<file path="config.mk">
export PLATFORM = sky130hd
export DESIGN_NAME = dual_wdt
export DESIGN_NICKNAME = d
export VERILOG_FILES = /design/src/rtl/dual_wdt_pkg.sv /design/src/rtl/wdt_timebase.sv /design/src/rtl/wdt_ctrl.sv /design/src/rtl/wdt_rdmux.sv /design/src/rtl/dual_wdt.sv
export SDC_FILE = /design/constraint.sdc
export NUM_CORES = 1
export LEC_CHECK = 0
export CAP_MARGIN = 20
export CORE_UTILIZATION = 35
export CTS_CLUSTER_DIAMETER = 50
export DETAILED_ROUTE_END_ITERATION = 16
export DONT_BUFFER_PORTS = 1
export PLACE_DENSITY = 0.49
export SLEW_MARGIN = 10
export SYNTH_ARGS = -nofsm -noshare
export SYNTH_HDL_FRONTEND = slang
export SYNTH_SLANG_ARGS = --single-unit
</file>
<file path="constraint.sdc">
create_clock -name clk -period 2.3 [get_ports clk]
set_clock_uncertainty 0.15 [all_clocks]
set_input_delay 0.575 -clock clk [delete_from_list [all_inputs] [get_ports clk]]
set_output_delay 0.575 -clock clk [all_outputs]
set_load 0.005 [all_outputs]
</file>
<file path="src/rtl/dual_wdt_pkg.sv">
package dual_wdt_pkg;
  typedef enum logic [1:0] {
    WD_OFF,
    WD_RUN,
    WD_WARN,
    WD_HOLD
  } wd_state_e;

  localparam int unsigned CTL_EN = 0;
  localparam int unsigned CTL_ST = 1;
  localparam int unsigned CTL_RS = 2;

  localparam logic [2:0] ADDR_CTL = 3'h0;
  localparam logic [2:0] ADDR_TB  = 3'h4;

  typedef struct packed {
    logic vld;
    logic en;
    logic clr_st;
    logic clr_rs;
  } ctl_wr_t;
endpackage

</file>
<file path="src/rtl/wdt_timebase.sv">
module wdt_timebase #(
  parameter int unsigned CNT_W    = 32,
  parameter int unsigned INTERVAL = 8
) (
  input  logic             clk,
  input  logic             rst_n,
  output logic [CNT_W-1:0] cnt_o,
  output logic             tick_o
);
  localparam int unsigned SPAN = (INTERVAL > CNT_W) ? CNT_W : INTERVAL;

  logic [CNT_W-1:0] cnt_q;

  always_ff @(posedge clk) begin
    if (!rst_n) cnt_q <= '0;
    else        cnt_q <= cnt_q + CNT_W'(1);
  end

  // Last cycle of an interval: the low bits are about to wrap to zero.
  assign tick_o = &cnt_q[SPAN-1:0];
  assign cnt_o  = cnt_q;
endmodule

</file>
<file path="src/rtl/wdt_ctrl.sv">
module wdt_ctrl
  import dual_wdt_pkg::*;
#(
  parameter bit          ENABLE_ONCE = 1'b0,
  parameter int unsigned RST_HOLD    = 16
) (
  input  logic    clk,
  input  logic    rst_n,
  input  logic    tick_i,
  input  ctl_wr_t wr_i,
  output logic    irq_o,
  output logic    rst_o,
  output logic    en_o,
  output logic    st_o,
  output logic    rs_o
);
  localparam int unsigned HW = (RST_HOLD < 2) ? 1 : $clog2(RST_HOLD);

  wd_state_e state_q, state_d;
  logic [HW-1:0] hold_q, hold_d;
  logic irq_q, irq_d;
  logic rs_q, rs_set;
  logic active, locked, dis_req, clr_req;

  assign active  = (state_q == WD_RUN) || (state_q == WD_WARN);
  assign locked  = ENABLE_ONCE && active;
  assign dis_req = wr_i.vld && !wr_i.en && active && !locked;
  assign clr_req = wr_i.vld && wr_i.clr_st;

  always_comb begin
    state_d = state_q;
    hold_d  = hold_q;
    irq_d   = 1'b0;
    rs_set  = 1'b0;
    unique case (state_q)
      WD_OFF: begin
        if (wr_i.vld && wr_i.en) state_d = WD_RUN;
      end
      WD_RUN: begin
        if (dis_req) begin
          state_d = WD_OFF;
        end else if (tick_i) begin
          state_d = WD_WARN;
          irq_d   = 1'b1;
        end
      end
      WD_WARN: begin
        if (dis_req) begin
          state_d = WD_OFF;
        end else if (tick_i) begin
          if (clr_req) begin
            // A clear landing on the expiry counts as in time: warn again.
            irq_d = 1'b1;
          end else begin
            state_d = WD_HOLD;
            hold_d  = HW'(RST_HOLD - 1);
            rs_set  = 1'b1;
          end
        end else if (clr_req) begin
          state_d = WD_RUN;
        end
      end
      WD_HOLD: begin
        if (hold_q == '0) state_d = WD_OFF;
        else              hold_d  = hold_q - HW'(1);
      end
      default: state_d = WD_OFF;
    endcase
  end

  always_ff @(posedge clk) begin
    if (!rst_n) begin
      state_q <= WD_OFF;
      hold_q  <= '0;
      irq_q   <= 1'b0;
      rs_q    <= 1'b0;
    end else begin
      state_q <= state_d;
      hold_q  <= hold_d;
      irq_q   <= irq_d;
      if (rs_set)                       rs_q <= 1'b1;
      else if (wr_i.vld && wr_i.clr_rs) rs_q <= 1'b0;
    end
  end

  assign irq_o = irq_q;
  assign rst_o = (state_q == WD_HOLD);
  assign en_o  = (state_q != WD_OFF);
  assign st_o  = (state_q == WD_WARN) || (state_q == WD_HOLD);
  assign rs_o  = rs_q;
endmodule

</file>
<file path="src/rtl/wdt_rdmux.sv">
module wdt_rdmux
  import dual_wdt_pkg::*;
#(
  parameter int unsigned CNT_W = 32
) (
  input  logic [2:0]       addr_i,
  input  logic             en_i,
  input  logic             st_i,
  input  logic             rs_i,
  input  logic [CNT_W-1:0] tb_i,
  output logic [CNT_W-1:0] rdata_o
);
  logic [CNT_W-1:0] ctl_word;

  always_comb begin
    ctl_word         = '0;
    ctl_word[CTL_EN] = en_i;
    ctl_word[CTL_ST] = st_i;
    ctl_word[CTL_RS] = rs_i;
  end

  always_comb begin
    unique case (addr_i)
      ADDR_CTL: rdata_o = ctl_word;
      ADDR_TB:  rdata_o = tb_i;
      default:  rdata_o = '0;
    endcase
  end
endmodule

</file>
<file path="src/rtl/dual_wdt.sv">
module dual_wdt
  import dual_wdt_pkg::*;
#(
  parameter int unsigned CNT_W       = 32,
  parameter int unsigned INTERVAL    = 8,
  parameter bit          ENABLE_ONCE = 1'b0,
  parameter int unsigned RST_HOLD    = 16
) (
  input  logic             clk,
  input  logic             rst_n,
  input  logic             reg_wr,
  input  logic [2:0]       reg_addr,
  input  logic [2:0]       reg_wdata,
  output logic [CNT_W-1:0] reg_rdata,
  output logic             irq_o,
  output logic             wdt_rst_o
);
  logic [CNT_W-1:0] tb_cnt;
  logic             tick;
  logic             en_bit, st_bit, rs_bit;
  ctl_wr_t          ctl_wr;

  always_comb begin
    ctl_wr.vld    = reg_wr && (reg_addr == ADDR_CTL);
    ctl_wr.en     = reg_wdata[CTL_EN];
    ctl_wr.clr_st = reg_wdata[CTL_ST];
    ctl_wr.clr_rs = reg_wdata[CTL_RS];
  end

  wdt_timebase #(.CNT_W(CNT_W), .INTERVAL(INTERVAL)) u_tb (
    .clk    (clk),
    .rst_n  (rst_n),
    .cnt_o  (tb_cnt),
    .tick_o (tick)
  );

  wdt_ctrl #(.ENABLE_ONCE(ENABLE_ONCE), .RST_HOLD(RST_HOLD)) u_ctrl (
    .clk    (clk),
    .rst_n  (rst_n),
    .tick_i (tick),
    .wr_i   (ctl_wr),
    .irq_o  (irq_o),
    .rst_o  (wdt_rst_o),
    .en_o   (en_bit),
    .st_o   (st_bit),
    .rs_o   (rs_bit)
  );

  wdt_rdmux #(.CNT_W(CNT_W)) u_rd (
    .addr_i  (reg_addr),
    .en_i    (en_bit),
    .st_i    (st_bit),
    .rs_i    (rs_bit),
    .tb_i    (tb_cnt),
    .rdata_o (reg_rdata)
  );
endmodule

</file>
After elaboration in Yosys (flattened, before gate mapping)
Index checks and enable logic that the tools add are counted.
{"block": "word_totals", "out_inout_bits": 34, "wordCells": 65, "reg_bits": 40, "in_bits": 9}
{"block": "op_classes", "muxes": 27, "eq_ne": 13, "n_reduce_logical": 18, "add_sub_neg": 2}
{"operator": "$pmux W32 S2", "n": 1}
{"operator": "$add A32 B1 Y32 const B", "n": 1}
{"operator": "$mux W2", "n": 8}
{"operator": "$mux W4", "n": 4}
{"operator": "$mux W1", "n": 11}
{"operator": "$reduce_and A5 Y1", "n": 2}
{"operator": "$ne A2 B2 Y1 const B", "n": 4}
{"operator": "$pmux W2 S4", "n": 1}
{"operator": "$pmux W4 S2", "n": 1}
{"operator": "$reduce_and A8 Y1", "n": 1}
{"operator": "$logic_and A1 B1 Y1", "n": 6}
{"operator": "$reduce_bool A2 Y1", "n": 3}
{"operator": "$eq A2 B2 Y1 const B", "n": 2}
{"operator": "$logic_not A4 Y1", "n": 1}
{"operator": "$ne A2 B1 Y1 const B", "n": 2}
{"operator": "$ne A4 B2 Y1 const B", "n": 1}
{"operator": "$ne A4 B3 Y1 const B", "n": 1}
{"operator": "$sub A4 B1 Y4 const B", "n": 1}
{"operator": "$eq A3 B3 Y1 const B", "n": 1}
{"operator": "$logic_not A3 Y1", "n": 1}
{"operator": "$ne A3 B2 Y1 const B", "n": 1}
{"operator": "$eq A2 B1 Y1 const B", "n": 1}
{"operator": "$logic_not A2 Y1", "n": 1}
{"operator": "$logic_or A1 B1 Y1", "n": 2}
{"operator": "other kinds (2)", "n": 2}

Depth between registers and ports, before layout
{"block": "depth", "word_depth": 8, "mapped_depth": 7, "mapped_depth_nobuf": 7}

Cells and area by module
Synthesis repeated with hierarchy kept, for this count alone.
{"block": "hier_totals", "hier_cells": 288, "hier_area_um2": 2402.3}
{"module": "wdt_timebase", "seq_area_each_um2": 640.6, "cells_per_inst": 174, "instances": 1, "area_each_um2": 1517.7}
{"module": "wdt_ctrl", "seq_area_each_um2": 160.2, "cells_per_inst": 74, "instances": 1, "area_each_um2": 606.8}
{"module": "wdt_rdmux", "seq_area_each_um2": 0.0, "cells_per_inst": 39, "instances": 1, "area_each_um2": 262.8}
{"module": "dual_wdt", "seq_area_each_um2": 0.0, "cells_per_inst": 1, "instances": 1, "area_each_um2": 15.0}

Least setup slack after synthesis
OpenSTA, ideal clock, no wires.
{"block": "synth_path", "kind": "in2out", "startpoint": "input reg_addr[2]", "endpoint": "output reg_rdata[10]", "required_time_ns": 1.575, "t_arrival_ns": 1.564, "path_buffers": 3, "path_stages": 5, "setup_slack_ns": 0.011, "cell_sequence": "clkbuf_2 nor3b_1 clkbuf_1 clkbuf_1 and2_1"}
{"block": "synth_between", "elab_chain_cells": 2, "word_cells_on_any_way": 3, "classes_between": "1 x eq/ne; 1 x mux; 1 x reduce/logical"}
{"element": "start: declaration", "line": "dual_wdt.sv:12", "source": "input logic [2:0] reg_addr,"}
{"element": "$eq A3 B3 Y1 or $logic_not A3 Y1 (tied branches)", "line": "wdt_rdmux.sv:23", "source": "unique case (addr_i)"}
{"element": "$pmux W32 S2 *", "line": "wdt_rdmux.sv:23"}
{"element": "end: declaration", "line": "dual_wdt.sv:14", "source": "output logic [CNT_W-1:0] reg_rdata,"}
Every way passes the cells marked *; elsewhere a longest branch is shown, timed or not.

Final worst setup path
{"block": "layout_path", "startpoint": "register u_ctrl.state_q[1]", "endpoint": "output reg_rdata[1]"}
{"block": "layout_between", "elab_chain_cells": 3, "word_cells_on_any_way": 4, "classes_between": "2 x eq/ne; 1 x mux; 1 x reduce/logical"}
{"element": "start: declaration", "line": "wdt_ctrl.sv:19", "source": "wd_state_e state_q, state_d;"}
{"element": "start signal: assignment", "line": "wdt_ctrl.sv:78", "source": "state_q <= state_d;"}
{"element": "$eq A2 B2 Y1"}
{"element": "net wdt_rst_o", "line": "dual_wdt.sv:16", "source": "output logic wdt_rst_o"}
{"element": "$logic_or A1 B1 Y1", "line": "wdt_ctrl.sv:89", "source": "assign st_o = (state_q == WD_WARN) || (state_q == WD_HOLD);"}
{"element": "$pmux W32 S2", "line": "wdt_rdmux.sv:23"}
The timed path passes the listed nets, and every way through them passes these cells.

==> impl_metrics.ini <==
[synthesis]
muxShareOfSynthArea_pct = 1.28
synth_area_leaders = dfxtp_1 (34%), and2_1 (9.1%), nor2_1 (5.8%), xnor2_1 (5.6%), ha_1 (3.7%)
synth_nets = 288
synthFlopType = dfxtp_1
synth_enable_flop_cells = 0
synth.distinct_cells = 50
synth.top_cell.area_share_pct = 34.2
synth_top_family_by_area = simple AND/OR/NAND/NOR gates
ys_ff_latch = 40
async_flop_share_pct = 0
avgSynthCellArea_um2 = 8.61
yosysMostFrequentCell = dfxtp_1
synthTopCellsByCount = dfxtp_1 (40), nor2_1 (36), and2_1 (34)
synth_fa_ha_area_share_pct = 3.74
synthSimpleGateAreaFrac_pct = 39.1
syn-instance-count = 272
netlist_area_um2 = 2340
yosysTopAreaCell = dfxtp_1
ys_seq_area_share_pct = 34.2
synth-xor-area-share_pct = 8.97
synth_compound_area_share_pct = 8.44
synth_warnings = 0

[timing]
worstMarginPinSlew_ns = 0.513
slew_viol_final = 0
hold_viol_final = 0
post-route-period-util_pct = 94.4
max_slew_margin_pct = 65.8
setup_violations = 0
finalCriticalPeriod_ns = 2.17
max_freq_mhz = 460
whs_ns = 0.251

[grt]
grt_use_total_pct = 15.4
grt_pass1_vias = 1776
antenna_found_initial = 0
grt_pass1_wl_mm = 8.61
grt_remaining_overflow = 0
grt_max_degree = 30

[clock_tree]
clock-sinks = 40
clk_pin_slew_ns = 0.08
cts_made_buffers = 5
clockBufferDepth = 2
post_cts_buffers = 0
clock_tree.root_cell = clkbuf_8
cts_tree = built
cts_max_level = 2
insertion_delay_ns = 0.30

[worst_setup_path]
worstReg2RegEnd = u_tb.cnt_o[31]$_SDFF_PN0_
critical_path_class = reg -> out
start_kind = flop
worst-path-max-fanout = 10
end_kind = output port
timing.critical_path.cells = ha_2 -> nor2_2 -> nor2_1 -> a21oi_1 -> nor3_1
slowest_delay_ns = 0.39
cp.arrival_ns = 1.45
r2r-start = u_tb.cnt_o[5]$_SDFF_PN0_
reg2reg_slack_ns = 0.27
cp_slowest_cell = dfxtp_1
worst_ep_required_time_ns = 1.57
worstRegToRegCells = 5

[placement]
hpwl_mm = 3.69
placedCellCount = 345
gp_congestion = 0.762
io_buffer_count = 0

[outcome]
status = finished with violations
violations = design-rule violations

[finish]
layout.area.seq_um2 = 801
nets = 291
final_cells = 353
multi_input_area_um2 = 1450
antenna_cells = 0
fillers = 652
syn_to_final_growth_pct = 7.69
layout-drive-gt1-share_pct = 12.7

[job]
drv_cap = 0

[floorplan]
io_pins = 43
fp.dieW_um = 83.8
core_area_um2 = 6420
die-area_um2 = 7020
start_util_pct = 36.5
chipHeight_um = 83.8
rows = 29

[drt]
ant_nets = 0
wl_mm = 5.19
via_per_inst = 5.34
drt-initial-drc-count = 58
vias = 1886
wl_per_cell_um = 14.7
drc = 9
firstDrtPassIters = 10

[power_and_ir_drop]
ir_drop_mv = 0.175
p_leak_nw = 0.930
power.density_nw_per_um2 = 507

[hold_path]
hold_class = in -> reg
whs_endpoint = u_tb.cnt_o[1]$_SDFF_PN0_
whs_path_depth = 1
worst_hold_startpoint = rst_n
routing by layer:
layer / track usage, % / vias up / part of all wire, % / wire length (µm)
met5: 0 / - / 0 / 0
met4: 5.17 / 0 / 1.3 / 66
met3: 4.15 / 6 / 4.7 / 242
met2: 23.5 / 38 / 44 / 2290
met1: 21.0 / 894 / 50 / 2590
li1: - / 948 / - / -
worst max path at each step:
stage                                    from  slack (ns)                         to  cells past startpoint
5_1_grt        u_ctrl.state_q[1]$_SDFFE_PN0P_       -0.01               reg_rdata[1]                      5
3_5_place_dp         u_tb.cnt_o[5]$_SDFF_PN0_        0.26  u_tb.cnt_o[31]$_SDFF_PN0_                      5
2_1_floorplan                     reg_addr[2]        0.01              reg_rdata[10]                      5
4_1_cts        u_ctrl.state_q[0]$_SDFFE_PN0P_       0.002               reg_rdata[1]                      5
6_report       u_ctrl.state_q[1]$_SDFFE_PN0P_        0.13               reg_rdata[1]                      5
3_3_place_gp         u_tb.cnt_o[5]$_SDFF_PN0_        0.27  u_tb.cnt_o[31]$_SDFF_PN0_                      5
cells by family after synthesis:
family,count (synthesis)
and+or+nand+nor,149
muxes,3
adders and majority gates,7
DFF,40
xor gates and xnor gates,24
buffers and inverters,18
AOI/OAI and AO/OA,31
metrics by stage:
| stage | total power [W] | TNS, ns | cell area, µm² | util, % | setup slack, ns |
|---|---|---|---|---|---|
| after floorplan | 0.000789 | 0 | 2340 | - | 0.0106 |
| after global placement | 0.000807 | 0 | 2420 | 37.7 | 0.273 |
| after detailed placement | 0.000806 | 0 | 2420 | 37.7 | 0.259 |
| after CTS | 0.00130 | 0 | 2510 | 39.2 | 0.00199 |
| after global routing | 0.00134 | -0.0127 | 2520 | 39.3 | -0.0127 |
| final | 0.00128 | 0 | 2520 | 39.3 | 0.128 |
flip-flops by register name, indices dropped and copies added (netlist names):
register and count:
u_ctrl.hold_q 4, u_ctrl.irq_o 1, u_ctrl.state_q 2, u_ctrl.rs_o 1, u_tb.cnt_o 32
power breakdown:
| part | leakage (nW) | internal, W | switching (W) |
|---|---|---|---|
| Combinational | 0.556 | 0.0000342 | 0.0000454 |
| Sequential | 0.323 | 0.000700 | 0.00000900 |
| Clock | 0.0510 | 0.000240 | 0.000250 |
| Total | 0.930 | 0.000974 | 0.000304 |
worst max-delay path, delay by kind of cell, from the launching register on:
family | cells | cell delay (ns)
AND/OR/NAND/NOR | 3 | 0.36
AO/OA/AOI/OAI | 1 | 0.06
adder cells (fa/ha/maj) | 1 | 0.34
flip-flops | 1 | 0.39
final cells by class:
type	instances	share of cell area [%]
Timing Repair Buffer	7	2.08
Multi-Input combinational cell	214	57.6
Clock buffer	6	3.27
Tap cell	77	3.82
Clock inverter	2	0.397
Sequential cell	40	31.7
Inverter	7	1.04
cells in the final DEF, fill, tap and decap left out, types with 3 or more instances in the layout:
| master | n |
|---|---|
| o21ai_0 | 4 |
| ha_1 | 5 |
| a31oi_1 | 3 |
| xnor2_1 | 15 |
| buf_4 | 7 |
| dfxtp_1 | 40 |
| nor2_1 | 35 |
| nand4_1 | 10 |
| or3_1 | 5 |
| nor3_1 | 9 |
| nand3_1 | 6 |
| mux2i_1 | 3 |
| inv_1 | 6 |
| xor2_1 | 9 |
| and3_1 | 4 |
| nor4_4 | 4 |
| clkbuf_8 | 6 |
| nand2_1 | 20 |
| a21oi_1 | 12 |
| and2_1 | 34 |
what timing repair did:
item	4_1_cts	5_1_grt
hold buffers	0	0
resized for setup	0	3
setup endpoints to repair	0	1
Note: power is estimated with default switching activity, not from simulation.
